`config.mk`:
```
export PLATFORM = sky130hd
export DESIGN_NAME = memWaitCtrl
export DESIGN_NICKNAME = d
export VERILOG_FILES = /design/src/rtl/memws_pkg.sv /design/src/rtl/memws_chan.sv /design/src/rtl/memws_ctrl.sv /design/src/rtl/memws_dpath.sv /design/src/rtl/memWaitCtrl.sv
export SDC_FILE = /design/constraint.sdc
export NUM_CORES = 1
export LEC_CHECK = 0
export BUFFER_PORTS_ARGS = -buffer_cell sky130_fd_sc_hd__buf_2
export CORE_MARGIN = 2
export CORE_UTILIZATION = 48
export CTS_BUF_LIST = sky130_fd_sc_hd__clkbuf_2 sky130_fd_sc_hd__clkbuf_4 sky130_fd_sc_hd__clkbuf_8
export CTS_CLUSTER_SIZE = 20
export DETAILED_ROUTE_END_ITERATION = 8
export GPL_ROUTABILITY_DRIVEN = 0
export PLACE_DENSITY = 0.91
export REMOVE_ABC_BUFFERS = 1
export SETUP_SLACK_MARGIN = 0.1
export SYNTH_ARGS = -nofsm -noshare
export SYNTH_HDL_FRONTEND = slang
export SYNTH_SLANG_ARGS = --single-unit
export TNS_END_PERCENT = 20
```
`constraint.sdc`:
```
create_clock -name clk -period 1.7 [get_ports clk]
set_clock_uncertainty 0.05 [all_clocks]
set_input_delay 0.085 -clock clk [delete_from_list [all_inputs] [get_ports clk]]
set_output_delay 0.085 -clock clk [all_outputs]
set_load 0.01 [all_outputs]
```
`src/rtl/memws_pkg.sv`:
```
package memws_pkg;
  localparam int ADDR_W = 16;
  localparam int DATA_W = 8;
  localparam int WS_W   = 3;
  localparam int NCHAN  = 2;
  localparam int CODE_CH = 0;
  localparam int DATA_CH = 1;

  typedef struct packed {
    logic codeLoad;
    logic dataLoad;
    logic dataOwnsBus;
  } ctlStrobes_t;
endpackage

```
`src/rtl/memws_chan.sv`:
```
module memws_chan #(
  parameter int WS_W = 3
) (
  input  logic            clk,
  input  logic            rstN,
  input  logic            start,
  input  logic            isWrIn,
  input  logic [WS_W-1:0] waitCfg,
  output logic            busy,
  output logic            isWr,
  output logic            done
);
  logic [WS_W-1:0] cnt;

  always_ff @(posedge clk) begin
    if (!rstN) begin
      busy <= 1'b0;
      isWr <= 1'b0;
      cnt  <= '0;
    end else if (start) begin
      busy <= 1'b1;
      isWr <= isWrIn;
      cnt  <= waitCfg;
    end else if (busy) begin
      if (cnt == '0) busy <= 1'b0;
      else           cnt  <= cnt - 1'b1;
    end
  end

  assign done = busy && (cnt == '0);
endmodule

```
`src/rtl/memws_ctrl.sv`:
```
module memws_ctrl
  import memws_pkg::*;
#(
  parameter int WS_W = 3
) (
  input  logic            clk,
  input  logic            rstN,
  input  logic            sharedBus,
  input  logic [WS_W-1:0] fetchWaitCfg,
  input  logic [WS_W-1:0] dataWaitCfg,
  input  logic            fetchReq,
  input  logic            progWrReq,
  input  logic            dataRdReq,
  input  logic            dataWrReq,
  output ctlStrobes_t     ctl,
  output logic            progOe,
  output logic            progWe,
  output logic            xOe,
  output logic            xWe,
  output logic            codeReady,
  output logic            dataReady
);
  logic [NCHAN-1:0] startV, wrInV, busyV, wrV, doneV;
  logic [WS_W-1:0]  cfgV [NCHAN];
  logic codeReq, dataReq, codeGo, dataGo;

  assign codeReq = fetchReq | progWrReq;
  assign dataReq = dataRdReq | dataWrReq;

  // Data wins a same-cycle contest for a shared bus; a running access is never preempted.
  assign dataGo = dataReq && !busyV[DATA_CH] && !(sharedBus && busyV[CODE_CH]);
  assign codeGo = codeReq && !busyV[CODE_CH] &&
                  !(sharedBus && (busyV[DATA_CH] || dataReq));

  assign startV[CODE_CH] = codeGo;
  assign startV[DATA_CH] = dataGo;
  assign wrInV[CODE_CH]  = progWrReq;
  assign wrInV[DATA_CH]  = dataWrReq;
  assign cfgV[CODE_CH]   = fetchWaitCfg;
  assign cfgV[DATA_CH]   = dataWaitCfg;

  for (genvar i = 0; i < NCHAN; i++) begin : gChan
    memws_chan #(.WS_W(WS_W)) uChan (
      .clk    (clk),
      .rstN   (rstN),
      .start  (startV[i]),
      .isWrIn (wrInV[i]),
      .waitCfg(cfgV[i]),
      .busy   (busyV[i]),
      .isWr   (wrV[i]),
      .done   (doneV[i])
    );
  end

  assign ctl.codeLoad    = codeGo;
  assign ctl.dataLoad    = dataGo;
  assign ctl.dataOwnsBus = busyV[DATA_CH];

  assign progOe    = busyV[CODE_CH] && !wrV[CODE_CH];
  assign progWe    = busyV[CODE_CH] &&  wrV[CODE_CH];
  assign xOe       = busyV[DATA_CH] && !wrV[DATA_CH];
  assign xWe       = busyV[DATA_CH] &&  wrV[DATA_CH];
  assign codeReady = doneV[CODE_CH];
  assign dataReady = doneV[DATA_CH];
endmodule

```
`src/rtl/memws_dpath.sv`:
```
module memws_dpath
  import memws_pkg::*;
#(
  parameter int AW = 16,
  parameter int DW = 8
) (
  input  logic              clk,
  input  logic              rstN,
  input  logic              sharedBus,
  input  ctlStrobes_t       ctl,
  input  logic [AW-1:0]     codeAddr,
  input  logic [DW-1:0]     codeWdata,
  input  logic [AW/2-1:0]   pageHi,
  input  logic [AW/2-1:0]   pageLo,
  input  logic [DW-1:0]     dataWdata,
  input  logic [DW-1:0]     progRdata,
  input  logic [DW-1:0]     xRdata,
  output logic [AW-1:0]     progAddr,
  output logic [DW-1:0]     progWdata,
  output logic [AW-1:0]     xAddr,
  output logic [DW-1:0]     xWdata,
  output logic [DW-1:0]     codeRdata,
  output logic [DW-1:0]     dataRdata
);
  logic [AW-1:0] codeAddrQ, dataAddrQ;
  logic [DW-1:0] codeWdQ, dataWdQ;

  always_ff @(posedge clk) begin
    if (!rstN) begin
      codeAddrQ <= '0;
      codeWdQ   <= '0;
      dataAddrQ <= '0;
      dataWdQ   <= '0;
    end else begin
      if (ctl.codeLoad) begin
        codeAddrQ <= codeAddr;
        codeWdQ   <= codeWdata;
      end
      if (ctl.dataLoad) begin
        dataAddrQ <= {pageHi, pageLo};
        dataWdQ   <= dataWdata;
      end
    end
  end

  always_comb begin
    if (sharedBus && ctl.dataOwnsBus) begin
      progAddr  = dataAddrQ;
      progWdata = dataWdQ;
    end else begin
      progAddr  = codeAddrQ;
      progWdata = codeWdQ;
    end
    xAddr     = sharedBus ? '0 : dataAddrQ;
    xWdata    = sharedBus ? '0 : dataWdQ;
    codeRdata = progRdata;
    dataRdata = sharedBus ? progRdata : xRdata;
  end
endmodule

```
`src/rtl/memWaitCtrl.sv`:
```
module memWaitCtrl
  import memws_pkg::*;
(
  input  logic              clk,
  input  logic              rstN,
  input  logic              sharedBus,
  input  logic [WS_W-1:0]   fetchWaitCfg,
  input  logic [WS_W-1:0]   dataWaitCfg,
  input  logic              fetchReq,
  input  logic              progWrReq,
  input  logic [ADDR_W-1:0] codeAddr,
  input  logic [DATA_W-1:0] codeWdata,
  output logic              codeReady,
  output logic [DATA_W-1:0] codeRdata,
  input  logic              dataRdReq,
  input  logic              dataWrReq,
  input  logic [ADDR_W/2-1:0] pageHi,
  input  logic [ADDR_W/2-1:0] pageLo,
  input  logic [DATA_W-1:0] dataWdata,
  output logic              dataReady,
  output logic [DATA_W-1:0] dataRdata,
  output logic [ADDR_W-1:0] progAddr,
  output logic [DATA_W-1:0] progWdata,
  input  logic [DATA_W-1:0] progRdata,
  output logic              progOe,
  output logic              progWe,
  output logic [ADDR_W-1:0] xAddr,
  output logic [DATA_W-1:0] xWdata,
  input  logic [DATA_W-1:0] xRdata,
  output logic              xOe,
  output logic              xWe
);
  ctlStrobes_t ctl;

  memws_ctrl #(.WS_W(WS_W)) uCtrl (
    .clk         (clk),
    .rstN        (rstN),
    .sharedBus   (sharedBus),
    .fetchWaitCfg(fetchWaitCfg),
    .dataWaitCfg (dataWaitCfg),
    .fetchReq    (fetchReq),
    .progWrReq   (progWrReq),
    .dataRdReq   (dataRdReq),
    .dataWrReq   (dataWrReq),
    .ctl         (ctl),
    .progOe      (progOe),
    .progWe      (progWe),
    .xOe         (xOe),
    .xWe         (xWe),
    .codeReady   (codeReady),
    .dataReady   (dataReady)
  );

  memws_dpath #(.AW(ADDR_W), .DW(DATA_W)) uDpath (
    .clk      (clk),
    .rstN     (rstN),
    .sharedBus(sharedBus),
    .ctl      (ctl),
    .codeAddr (codeAddr),
    .codeWdata(codeWdata),
    .pageHi   (pageHi),
    .pageLo   (pageLo),
    .dataWdata(dataWdata),
    .progRdata(progRdata),
    .xRdata   (xRdata),
    .progAddr (progAddr),
    .progWdata(progWdata),
    .xAddr    (xAddr),
    .xWdata   (xWdata),
    .codeRdata(codeRdata),
    .dataRdata(dataRdata)
  );
endmodule

```
Word level (Yosys, flattened, before mapping)
Cells that the tools add are included.
Word-level totals
  input port bits: 77
  register bits: 58
  logic and storage cells: 59
Cells by class
  muxes and demuxes: 17
  equality and inequality tests: 2
  add/subtract/negate cells: 2
  reductions and logical operators: 26
  bitwise operators: 2
Operators by type and width (number)
  two-way mux 16 bit: 2
  two-way mux 8 bit: 3
  two-way mux 3 bit: 6
  logical AND 1 bit: 13
  logical NOT 1 bit: 6
  logical NOT 3 bit: 2
  two-way mux 1 bit: 6
  subtractor 3 x 1 -> 3 bit, second input constant: 2
  != test 2 x 1 -> 1 bit, second input constant: 2
  AND reduction 2 bit: 2
  nonzero test 2 bit: 2
  bitwise OR 1 bit: 2
  logical OR 1 bit: 1

Logic depth before layout (Yosys ltp)
  depth in word-level cells: 7
  mapped depth: 6

Cells and area by module
Synthesis repeated with hierarchy kept, for this count alone.
Second synthesis, totals
  cells, all modules: 300
  area total of the unflattened synthesis: 3128.0 µm²
By module, submodules not included
  memws_dpath: cells each 226, area each 2506.2 µm², instances 1
  memws_chan: cells each 31, area each 270.3 µm², instances 2
  memws_ctrl: cells each 12, area each 81.3 µm², instances 1

Least setup slack after synthesis
OpenSTA, ideal clock, no wires.
  path type: reg2out
  start point: reg uCtrl.gChan[1].uChan.busy
  end point: out progAddr[10]
  stages on the path, launching flop included: 5
  arrival time: 1.221 ns
  path slack: 0.344 ns
  path buffers: 2
  cell sequence: dfxtp_1 buf_2 nand2_1 buf_2 mux2_2
On the way
  longest elaborated chain between the ends: 2
Ends and longest elaborated chain
  from (decl): line memws_chan.sv:9  | output logic busy,
  from (signal assigned): line memws_chan.sv:17  | busy <= 1'b0;
  from (signal assigned): line memws_chan.sv:21  | busy <= 1'b1;
  from (signal assigned): line memws_chan.sv:25  | if (cnt == '0) busy <= 1'b0;
  logical AND 1 bit: line memws_dpath.sv:47  | if (sharedBus && ctl.dataOwnsBus) begin
  two-way mux 16 bit: line memws_dpath.sv:47
  to (decl): line memWaitCtrl.sv:22  | output logic [ADDR_W-1:0] progAddr,
Every way passes these cells.

Final worst setup path
  start point: reg uCtrl.gChan[1].uChan.busy
  end point: out progAddr[7]
The elaborated chain is that of the path after synthesis.

==> results.toml <==
[run_status]
status = "finished clean"

[critical_path]
critPathSlowestCell = "dfxtp_4"
crit_chain = "nand2_8 -> buf_16 -> mux2_2 -> buf_2"
worst-path-max-fanout = 10
start_kind = "flop"
rr_endpoint = "uDpath.codeAddrQ[6]"
rrSetupSlack_ns = 0.14
worstPathArrival_ns = 1.46
crit_buf_inv = 2
crit_path_end_kind = "primary output"
path_delay_family = "flip-flops"
max_stage_delay_ns = 0.37
critical_path_depth = 4
reg2reg_from = "uCtrl.gChan[0].uChan.busy"
critPathCapture = "progAddr[7]"
cp.required_ns = 1.56
criticalPathCategory = "reg -> out"
worstSetupStartpoint = "uCtrl.gChan[1].uChan.busy"
r2r.worst_path.cells = 3

[hold_path]
hold_depth = 3
hp-class = "in -> reg"
min_from = "progWrReq"

[floorplanning]
dieArea_um2 = 6980
chipWidth_um = 83.6
initial_utilization_pct = 50.4
rows = 28
core_region_area_um2 = 6030
die_h_um = 83.6
boundaryPins = 147

[pwr]
p_per_area_nw_per_um2 = 868
power.leakage_uw = 0.00218
ir_worst_vdd_mv = 0.867
power_uw = 4060

[logic_synthesis]
synth_flop_cell = "dfxtp_1"
synth-edff-count = 0
synth.cell_area_um2 = 3040
ys_async_sr_fraction_pct = 0
synth.area.top_cells = "dfxtp_1, mux2_2, a21oi_1"
synth_top_cell_area_share_pct = 38.2
synth_top_cell_by_area = "dfxtp_1"
synthCells = 368
ys.warnings.count = 0
synth_cell_types = 38
syn_area_per_cell_um2 = 8.26
synth_seq_cells = 58
seq_area_frac_synth_pct = 38.2

[sta]
setup_viol = 0
final.setup.worst_slack_ns = 0.104
drv_slew = 0
period_share_pct = 93.9
tightest_slew_ns = 0.617
rsz0062_at_grt = "true"
whs_ns = 0.00814
setup_tns_ns = 0
fin_crit_ns = 1.60
timing.slew.headroom_pct = 58.9
hold_violations = 0
max_freq_mhz = 627

[cts]
clock_path_buffers = 2
cts_tree = "done"
clock_sinks = 58
clk_pin_slew_ns = 0.07
cts_made_buffers = 9
clk-insertion-delay-late_ns = 0.34
cts_root_buf = "clkbuf_8"
htreeDepth = 3

[final_layout]
antenna_cells = 0
synthToLayoutAreaGrowth_pct = 54.0
instances_no_fill = 641
nets = 642
fill_cells = 403
drive_gt1_share_pct = 40.1

[routing]
wl_um = 11000
detail_route.drc_violations = 0
drt_iter0_markers = 223
first_pass_iters = 5
wire_per_inst_um = 17.2
vias = 3634
routed_via_density = 5.67
ant_nets = 0

[global_routing]
gr-usage-all-layers_pct = 30.0
grt_pass1_wl_um = 17100
antenna_found_initial = 0
grt_pass1_vias = 3611
grt_overflow = 0
grt_max_degree = 30

[run]
cap_violations = 0

[placement]
place_ws_ns = 0.222
dp.cells = 569
numPortBuffers = 146
place_hpwl_um = 6660
==> metal layers <==
metal	wire, um	global-route usage, %	share of wire (%)
met1	4330	32.9	39
met2	5880	57.0	53
met3	579	4.85	5.3
met4	227	11.4	2.1
met5	0	0	0
==> final cells by class <==
type	count	area, um2	share of cell area (%)
sequential	58	1160	24.9
timing repair buffer	224	1510	32.3
clock inverter	2	35.0	0.749
tap	75	93.8	2.01
clock buffer	14	174	3.72
multi-input combinational	259	1670	35.6
inverter	9	33.8	0.722
==> tightest hold or removal path, stage by stage <==
cell,delay (ns)
buf_2,0.12
nand2_1,0.07
o31ai_1,0.07
==> registers in the layout, summed over array words and instances (netlist names) <==
name / flops
uDpath.codeAddrQ: 16
uDpath.dataAddrQ: 16
uDpath.codeWdQ: 8
uDpath.dataWdQ: 8
uCtrl.gChan.uChan.cnt: 6
uCtrl.gChan.uChan.busy: 2
uCtrl.gChan.uChan.isWr: 2
==> how the worst min path moves through the flow <==
stage               slack [ns]                          end
CTS                      0.001    uCtrl.gChan[0].uChan.isWr
floorplan                 0.12                 codeRdata[0]
finish                   0.008    uCtrl.gChan[0].uChan.isWr
detailed placement        0.29  uCtrl.gChan[0].uChan.cnt[1]
global route             0.005    uCtrl.gChan[0].uChan.isWr
global placement          0.28  uCtrl.gChan[0].uChan.cnt[1]
==> repair_timing <==
item	in CTS	in global routing
cloned	1	1
buffers inserted	0	1
hold buffers	53	0
endpoints found under the setup margin	24	28
hold endpoints to repair	53	0
resized for setup	5	4
==> stage by stage <==
stage,utilization [%],instance area (um2)
after floorplan,-,2830
after global placement,63.7,3840
after detailed placement,63.7,3840
after CTS,76.6,4620
after global routing,77.7,4680
final,77.7,4680
==> placed cells by master (no fill, tap or decap), drive strengths merged, types with 4 or more instances in the layout <==
master,n
nand2,4
nand3,52
o21ai,49
a21oi,53
clkbuf,15
buf,170
nor2,8
inv,8
dlygate4sd3,53
ha,4
mux2,32
dfxtp,58
nor2b,25
==> cell usage after synthesis, drive strengths merged, types with 4 or more instances <==
library cell	n
nand3	52
nand2	4
o21ai	49
ha	4
dfxtp	58
mux2	32
nor2	8
buf	25
inv	9
a21oi	53
nor2b	25
clkbuf	17
==> cell families after synthesis <==
family	share of synthesized area, %
compound gates	22.0
simple gates	18.2
flops	38.2
buf+inv	8.07
mux	11.9
fa+ha+maj	1.65
==> power breakdown <==
group / internal (uW) / leakage (uW) / switching [uW]
Sequential: 1480 / 0.000478 / 82.6
Clock: 805 / 0.000111 / 532
Combinational: 554 / 0.00159 / 603
Note: power is estimated with default switching activity, not from simulation.
